==> src/rtl/reload_key_tracker.sv <==
module reload_key_tracker #(
  parameter int          NPORTS   = 8,
  parameter int          KEY_W    = 32,
  parameter logic [31:0] KEY      = 32'h6E524635,
  parameter logic [7:0]  MASK_RST = 8'h01,
  localparam int         IDX_W    = (NPORTS > 1) ? $clog2(NPORTS) : 1
) (
  input  logic              clk,
  input  logic              rst_n,
  input  logic              wdt_running,
  input  logic              mask_we,
  input  logic [NPORTS-1:0] mask_wdata,
  input  logic              key_we,
  input  logic [IDX_W-1:0]  key_idx,
  input  logic [KEY_W-1:0]  key_wdata,
  output logic              reload_grant,
  output logic [NPORTS-1:0] enable_mask,
  output logic [NPORTS-1:0] pending
);

  logic [NPORTS-1:0] req_q;
  logic [NPORTS-1:0] hit;
  logic [NPORTS-1:0] req_nxt;
  logic              key_ok;
  logic              all_in;

  assign key_ok = key_we && wdt_running && (key_wdata == KEY[KEY_W-1:0]);

  for (genvar i = 0; i < NPORTS; i++) begin : g_port
    assign hit[i] = key_ok && (key_idx == IDX_W'(i)) && enable_mask[i];
  end

  assign req_nxt = req_q | hit;
  assign all_in  = (enable_mask != '0) && ((req_nxt & enable_mask) == enable_mask);
  assign pending = enable_mask & ~req_q;

  always_ff @(posedge clk or negedge rst_n) begin
    if (!rst_n) begin
      enable_mask <= MASK_RST[NPORTS-1:0];
    end else if (mask_we && !wdt_running) begin
      enable_mask <= mask_wdata;
    end
  end

  always_ff @(posedge clk or negedge rst_n) begin
    if (!rst_n) begin
      req_q        <= '0;
      reload_grant <= 1'b0;
    end else if (!wdt_running) begin
      req_q        <= '0;
      reload_grant <= 1'b0;
    end else if (all_in) begin
      req_q        <= '0;
      reload_grant <= 1'b1;
    end else begin
      req_q        <= req_nxt;
      reload_grant <= 1'b0;
    end
  end

endmodule


==> config.mk <==
export PLATFORM = sky130hd
export DESIGN_NAME = reload_key_tracker
export DESIGN_NICKNAME = d
export VERILOG_FILES = /design/src/rtl/reload_key_tracker.sv
export SDC_FILE = /design/constraint.sdc
export NUM_CORES = 1
export LEC_CHECK = 0
export CORE_ASPECT_RATIO = 0.7
export CORE_MARGIN = 2
export CORE_UTILIZATION = 49
export DETAILED_ROUTE_END_ITERATION = 7
export DONT_BUFFER_PORTS = 1
export PLACE_DENSITY_LB_ADDON = 0.1
export SLEW_MARGIN = 0
export SYNTH_ARGS = -nofsm -noshare
export SYNTH_HDL_FRONTEND = slang
export SYNTH_SLANG_ARGS = --single-unit
==> constraint.sdc <==
create_clock -name clk -period 1.35 [get_ports clk]
set_input_delay 0.27 -clock clk [delete_from_list [all_inputs] [get_ports clk]]
set_output_delay 0.27 -clock clk [all_outputs]
set_load 0.005 [all_outputs]
; ---- Yosys cells after proc, flatten, opt, wreduce, memory -nomap -nowiden
; Index checks and enable logic that the tools add are counted.
[totals]
output_inout_bits = 17
word_cells = 43
register_bits = 17
input_bits = 48
[classes]
n_eq_ne = 9
n_reduce_logical = 23
bitwise_logic = 4
mux = 4
[ops]
columns = operator, count
row1 = $eq 32x31->1 const B, 1
row2 = $logic_and 1x1->1, 20
row3 = $and 8x8->8, 2
row4 = $mux 8, 2
row5 = $eq 3x3->1 const B, 4
row6 = $eq 8x8->1, 1
row7 = $not 8->8, 1
row8 = $or 8x8->8, 1
row9 = $reduce_bool 8->1, 1
row10 = $eq 3x2->1 const B, 2
row11 = $eq 3x1->1 const B, 1
row12 = $logic_not 3->1, 1
row13 = $mux 1, 2
row14 = $logic_not 1->1, 1

; ---- Logic depth before layout (Yosys ltp)
[depth]
ltp_word = 10
ltp_mapped = 7
mapped_depth_nobuf = 6

; ---- Worst setup path after synthesis
; Ideal clock, no wire load.
[synth_timing]
path_kind = input port to flip-flop
start = in key_wdata[1]
end = reg reload_grant
path_slack_ns = -0.333
n_path_buf = 0
arrival_time_ns = 1.616
setup_ns = 0.067
cell_stages = 6
required_time_ns = 1.283
cell_sequence = nor4b_2 > nand4_1 > nor4_4 > nand4_1 > a21oi_4 > and3_1
[synth_via]
elab_chain_len = 10
word_cells_on_any_way = 24
cone_classes = eq/ne (2) / mux (2) / bitwise (2) / reduce/logical (18)
[synth_lines]
columns = item, line
row1 = start: declaration, 15  ; input logic [KEY_W-1:0] key_wdata,
row2 = $eq 32x31->1 (*), 27  ; assign key_ok = key_we && wdt_running && (key_wdata == KEY[KEY_W-1:0]);
row3 = $logic_and 1x1->1 (*), 27
row4 = $logic_and 1x1->1 (2 in a row), 30  ; assign hit[i] = key_ok && (key_idx == IDX_W'(i)) && enable_mask[i];
row5 = $or 8x8->8 (*), 33  ; assign req_nxt = req_q | hit;
row6 = $and 8x8->8 (*), 34  ; assign all_in = (enable_mask != '0) && ((req_nxt & enable_mask) == enable_mask);
row7 = $eq 8x8->1 (*), 34
row8 = $logic_and 1x1->1 (*), 34
row9 = $mux 1 (*), 52  ; end else if (all_in) begin
row10 = $mux 1 (*), 49  ; end else if (!wdt_running) begin
row11 = end signal: assignment, 48  ; reload_grant <= 1'b0;
row12 = end signal: assignment, 51  ; reload_grant <= 1'b0;
row13 = end signal: assignment, 54  ; reload_grant <= 1'b1;
row14 = end: declaration, 16  ; output logic reload_grant,
; Every way passes the cells marked *; elsewhere a longest branch is shown, timed or not.
; A chain may end at the register's enable or synchronous reset.

; ---- Worst setup path after layout
[layout_timing]
start = reg enable_mask[6]
end = reg reload_grant
[layout_via]
elab_chain_len = 7
word_cells_on_any_way = 8
cone_classes = eq/ne (1) / mux (2) / bitwise (2) / reduce/logical (3)
[layout_lines]
columns = item, line
row1 = start: declaration, 17  ; output logic [NPORTS-1:0] enable_mask,
row2 = start signal: assignment, 39  ; enable_mask <= MASK_RST[NPORTS-1:0];
row3 = start signal: assignment, 41  ; enable_mask <= mask_wdata;
row4 = $logic_and 1x1->1, 30
row5 = $or 8x8->8, 33
row6 = $and 8x8->8, 34
row7 = $eq 8x8->1, 34
row8 = $logic_and 1x1->1 (*), 34
row9 = $mux 1 (*), 52
row10 = $mux 1 (*), 49
; Marks and branches as above.

==> results.toml <==
[sta]
rsz0062_at_grt = "true"
fin_skew_ns = 0.00695
fin_crit_ns = 1.59
fmax_mhz = 630
finalSetupViolCount = 16
whs_ns = 0.0524
fin_ws_ns = -0.237
slew_violations = 0
fin_setup_tns_ns = -2.68
report.final.hold_viol_count = 0
worstMarginPinSlew_ns = 0.804
period_share_pct = 118
maxSlewHeadroom_pct = 46.2

[setup_path]
worst_setup_path_end_kind = "register"
crit_fanout = 5
critPathArrivalTime_ns = 1.85
critPathLaunchType = "register"
crit_slowest_cell = "dfrtp_1"
cp.depth = 7
worst-setup-path-type = "register to register"
cpPeakStageDelay_ns = 0.42
path_cells = "buf_6, nor2b_4, a21oi_4, nor2b_4, o221ai_4, a21oi_4, and3_1"
cp-endpoint = "reload_grant"
required_ns = 1.61
ff2ff_setup_slack_ns = -0.24
timing.rr.end = "reload_grant"
regToRegStartpoint = "enable_mask[6]"
reg2reg_depth = 7
cpLargestDelayFamily = "simple AND/OR/NAND/NOR gates"
cp.buffers_inverters = 1
crit_path_start = "enable_mask[6]"

[cts]
cts.clk_slew.worst_paths_ns = 0.11
numCtsBuffers = 3
htree_levels = 1
cts.sink_count = 17
clk_latency_ns = 0.31
cts-root-buf = "clkbuf_4"
cts_max_path_buffers = 2
cts_tree = "yes"

[drt]
drc_errors = 0
drt-total-wl_um = 3210
firstDrtPassIters = 4
vias = 1063
vias_per_cell = 6.11
antenna_left = 0
drtIter0Drc = 65
wl_per_cell_um = 18.4

[global_routing]
grt_max_degree = 18
grt_pass1_wl_um = 4640
globalRoute.totalOverflow = 0
antenna_found_initial = 0
track_usage_pct = 25.3
grt_pass1_vias = 977

[outcome]
violations = "setup timing"
run_status = "finished, violations left"

[pwr]
powerDensity_nw_per_um2 = 903
ir_drop_mv = 0.768
p_leak_nw = 0.748

[floorplanning]
fp.dieArea_um2 = 2610
dieHeight_um = 43.3
std_cell_rows = 14
coreArea_um2 = 2120
io-pin-count = 65
die_w_um = 60.2
initial_core_util_pct = 51.1

[final_layout]
drive_gt1_share_pct = 48.6
fin_area_um2 = 1640
antennaDiodeCount = 0
final_nets = 191
area_delta_synth_final_pct = 51.2

[logic_synthesis]
synth_cells = 105
async_flop_share_pct = 100
synth_seq_area_share_pct = 39.4
synth_area_um2 = 1080
synth_fp_nets = 153
ys_seq_elements = 17
synth-main-ff-cell = "dfrtp_1"
yosys.cell_types.count = 38
ys_warn_count = 0
avgSynthCellArea_um2 = 10.3
synth-edff-count = 0

[placement]
numPortBuffers = 0
placedInstanceArea_um2 = 1290
dpl.hpwl_um = 2060
place_congestion = 0.866

[worst_hold_path]
min_path_cells = 2
hold_class = "input pin to register"

[job]
max_cap_violations = 0
==> placed cells by master, fill, tap and decap left out, types with 2 or more instances in the layout <==
master    Yosys  routed
nand2_1       6       6
nor2b_4       0       8
nand2b_4      0       2
buf_6         1      19
and4b_1       4       4
mux2_2        3       3
dfrtp_1      16      15
nor4_4        1       3
nor4bb_1      2       2
clkbuf_4      0       3
a21oi_1       9       7
a41o_1        2       2
nand4_1       3       3
and3_1        2       2
mux2_1        5       5
nor2b_1      11       3
a21oi_4       1       3
nor2_4        1       2
o21ai_1       4       5
buf_4         0      16
nor2_1        7       6
==> Yosys cell counts (3+ instances only) <==
master    number  area share, %
nor2b_1       11            6.4
o21ai_1        4            1.8
dfrtp_1       16             37
nand2b_1       3            1.7
nand2_1        6            2.1
mux2_1         5            5.2
mux2_2         3            3.1
nand4_1        3            1.7
nor2_1         7            2.4
and4b_1        4            3.7
a21oi_1        9            4.2
==> layer usage <==
| layer | wire, µm | global-route usage [%] | vias to the layer above |
|---|---|---|---|
| met5 | 0 | 0 | - |
| met4 | 59 | 10.2 | 0 |
| met3 | 342 | 7.62 | 6 |
| met2 | 1580 | 37.4 | 61 |
| met1 | 1230 | 34.6 | 516 |
| li1 | - | - | 480 |
==> final cells by class <==
| cell class | count | area, µm² |
|---|---|---|
| Multi-Input combinational cell | 83 | 787 |
| Fill cell | 151 | 483 |
| Sequential cell | 17 | 428 |
| Timing Repair Buffer | 36 | 344 |
| Tap cell | 32 | 40.0 |
| Clock buffer | 3 | 22.5 |
| Clock inverter | 1 | 7.51 |
| Inverter | 2 | 7.51 |
==> per-stage QoR <==
step	util (%)	setup slack, ns	cells	power (W)
detailed placement	60.8	-0.521	158	0.000939
global route	77.2	-0.325	174	0.00154
global placement	60.8	-0.452	158	0.000934
CTS	73.9	-0.257	170	0.00142
floorplan	-	-0.329	105	0.000769
finish	77.2	-0.237	174	0.00148
==> cells by family (layout without fill, tap and decap cells) <==
family	count (synthesis)	after routing	share of synthesized area [%]
AOI/OAI and AO/OA	24	25	16.9
buffers and inverters	7	42	3.35
DFF	17	17	39.4
muxes	9	9	9.25
and+or+nand+nor	48	49	31.1
==> worst min path at each step <==
stage,from,end,slack (ns)
global placement,rst_n,req_q[4],-0.03
detailed placement,rst_n,req_q[4],-0.03
floorplan,rst_n,enable_mask[1],-0.03
global route,wdt_running,req_q[7],0.05
CTS,wdt_running,req_q[6],0.06
finish,wdt_running,req_q[7],0.05
==> power breakdown <==
group	leakage (nW)	switching, W	internal (W)
Sequential	0.217	0.0000446	0.000549
Combinational	0.516	0.000237	0.000344
Clock	0.0139	0.000190	0.000113
Total	0.748	0.000472	0.00101
==> registers in the layout, indices dropped and copies added, names as in the netlist <==
name / cells
enable_mask: 8
req_q: 8
reload_grant: 1
==> worst register-to-register path, stage by stage (launching register included) <==
cell      delay, ns
dfrtp_1        0.42
buf_6          0.13
nor2b_4        0.13
a21oi_4        0.14
nor2b_4        0.19
o221ai_4       0.14
a21oi_4        0.22
and3_1         0.18
==> what timing repair did <==
action | in CTS | in global routing
gates resized for setup | 44 | 9
setup endpoints to repair | 17 | 17
endpoints found under the hold margin | 17 | 0
buffers inserted | 6 | 4
gates cloned | 1 | 1
hold buffers | 1 | 0
pin swaps | 9 | 11
Power figures use the tool's default switching activity.
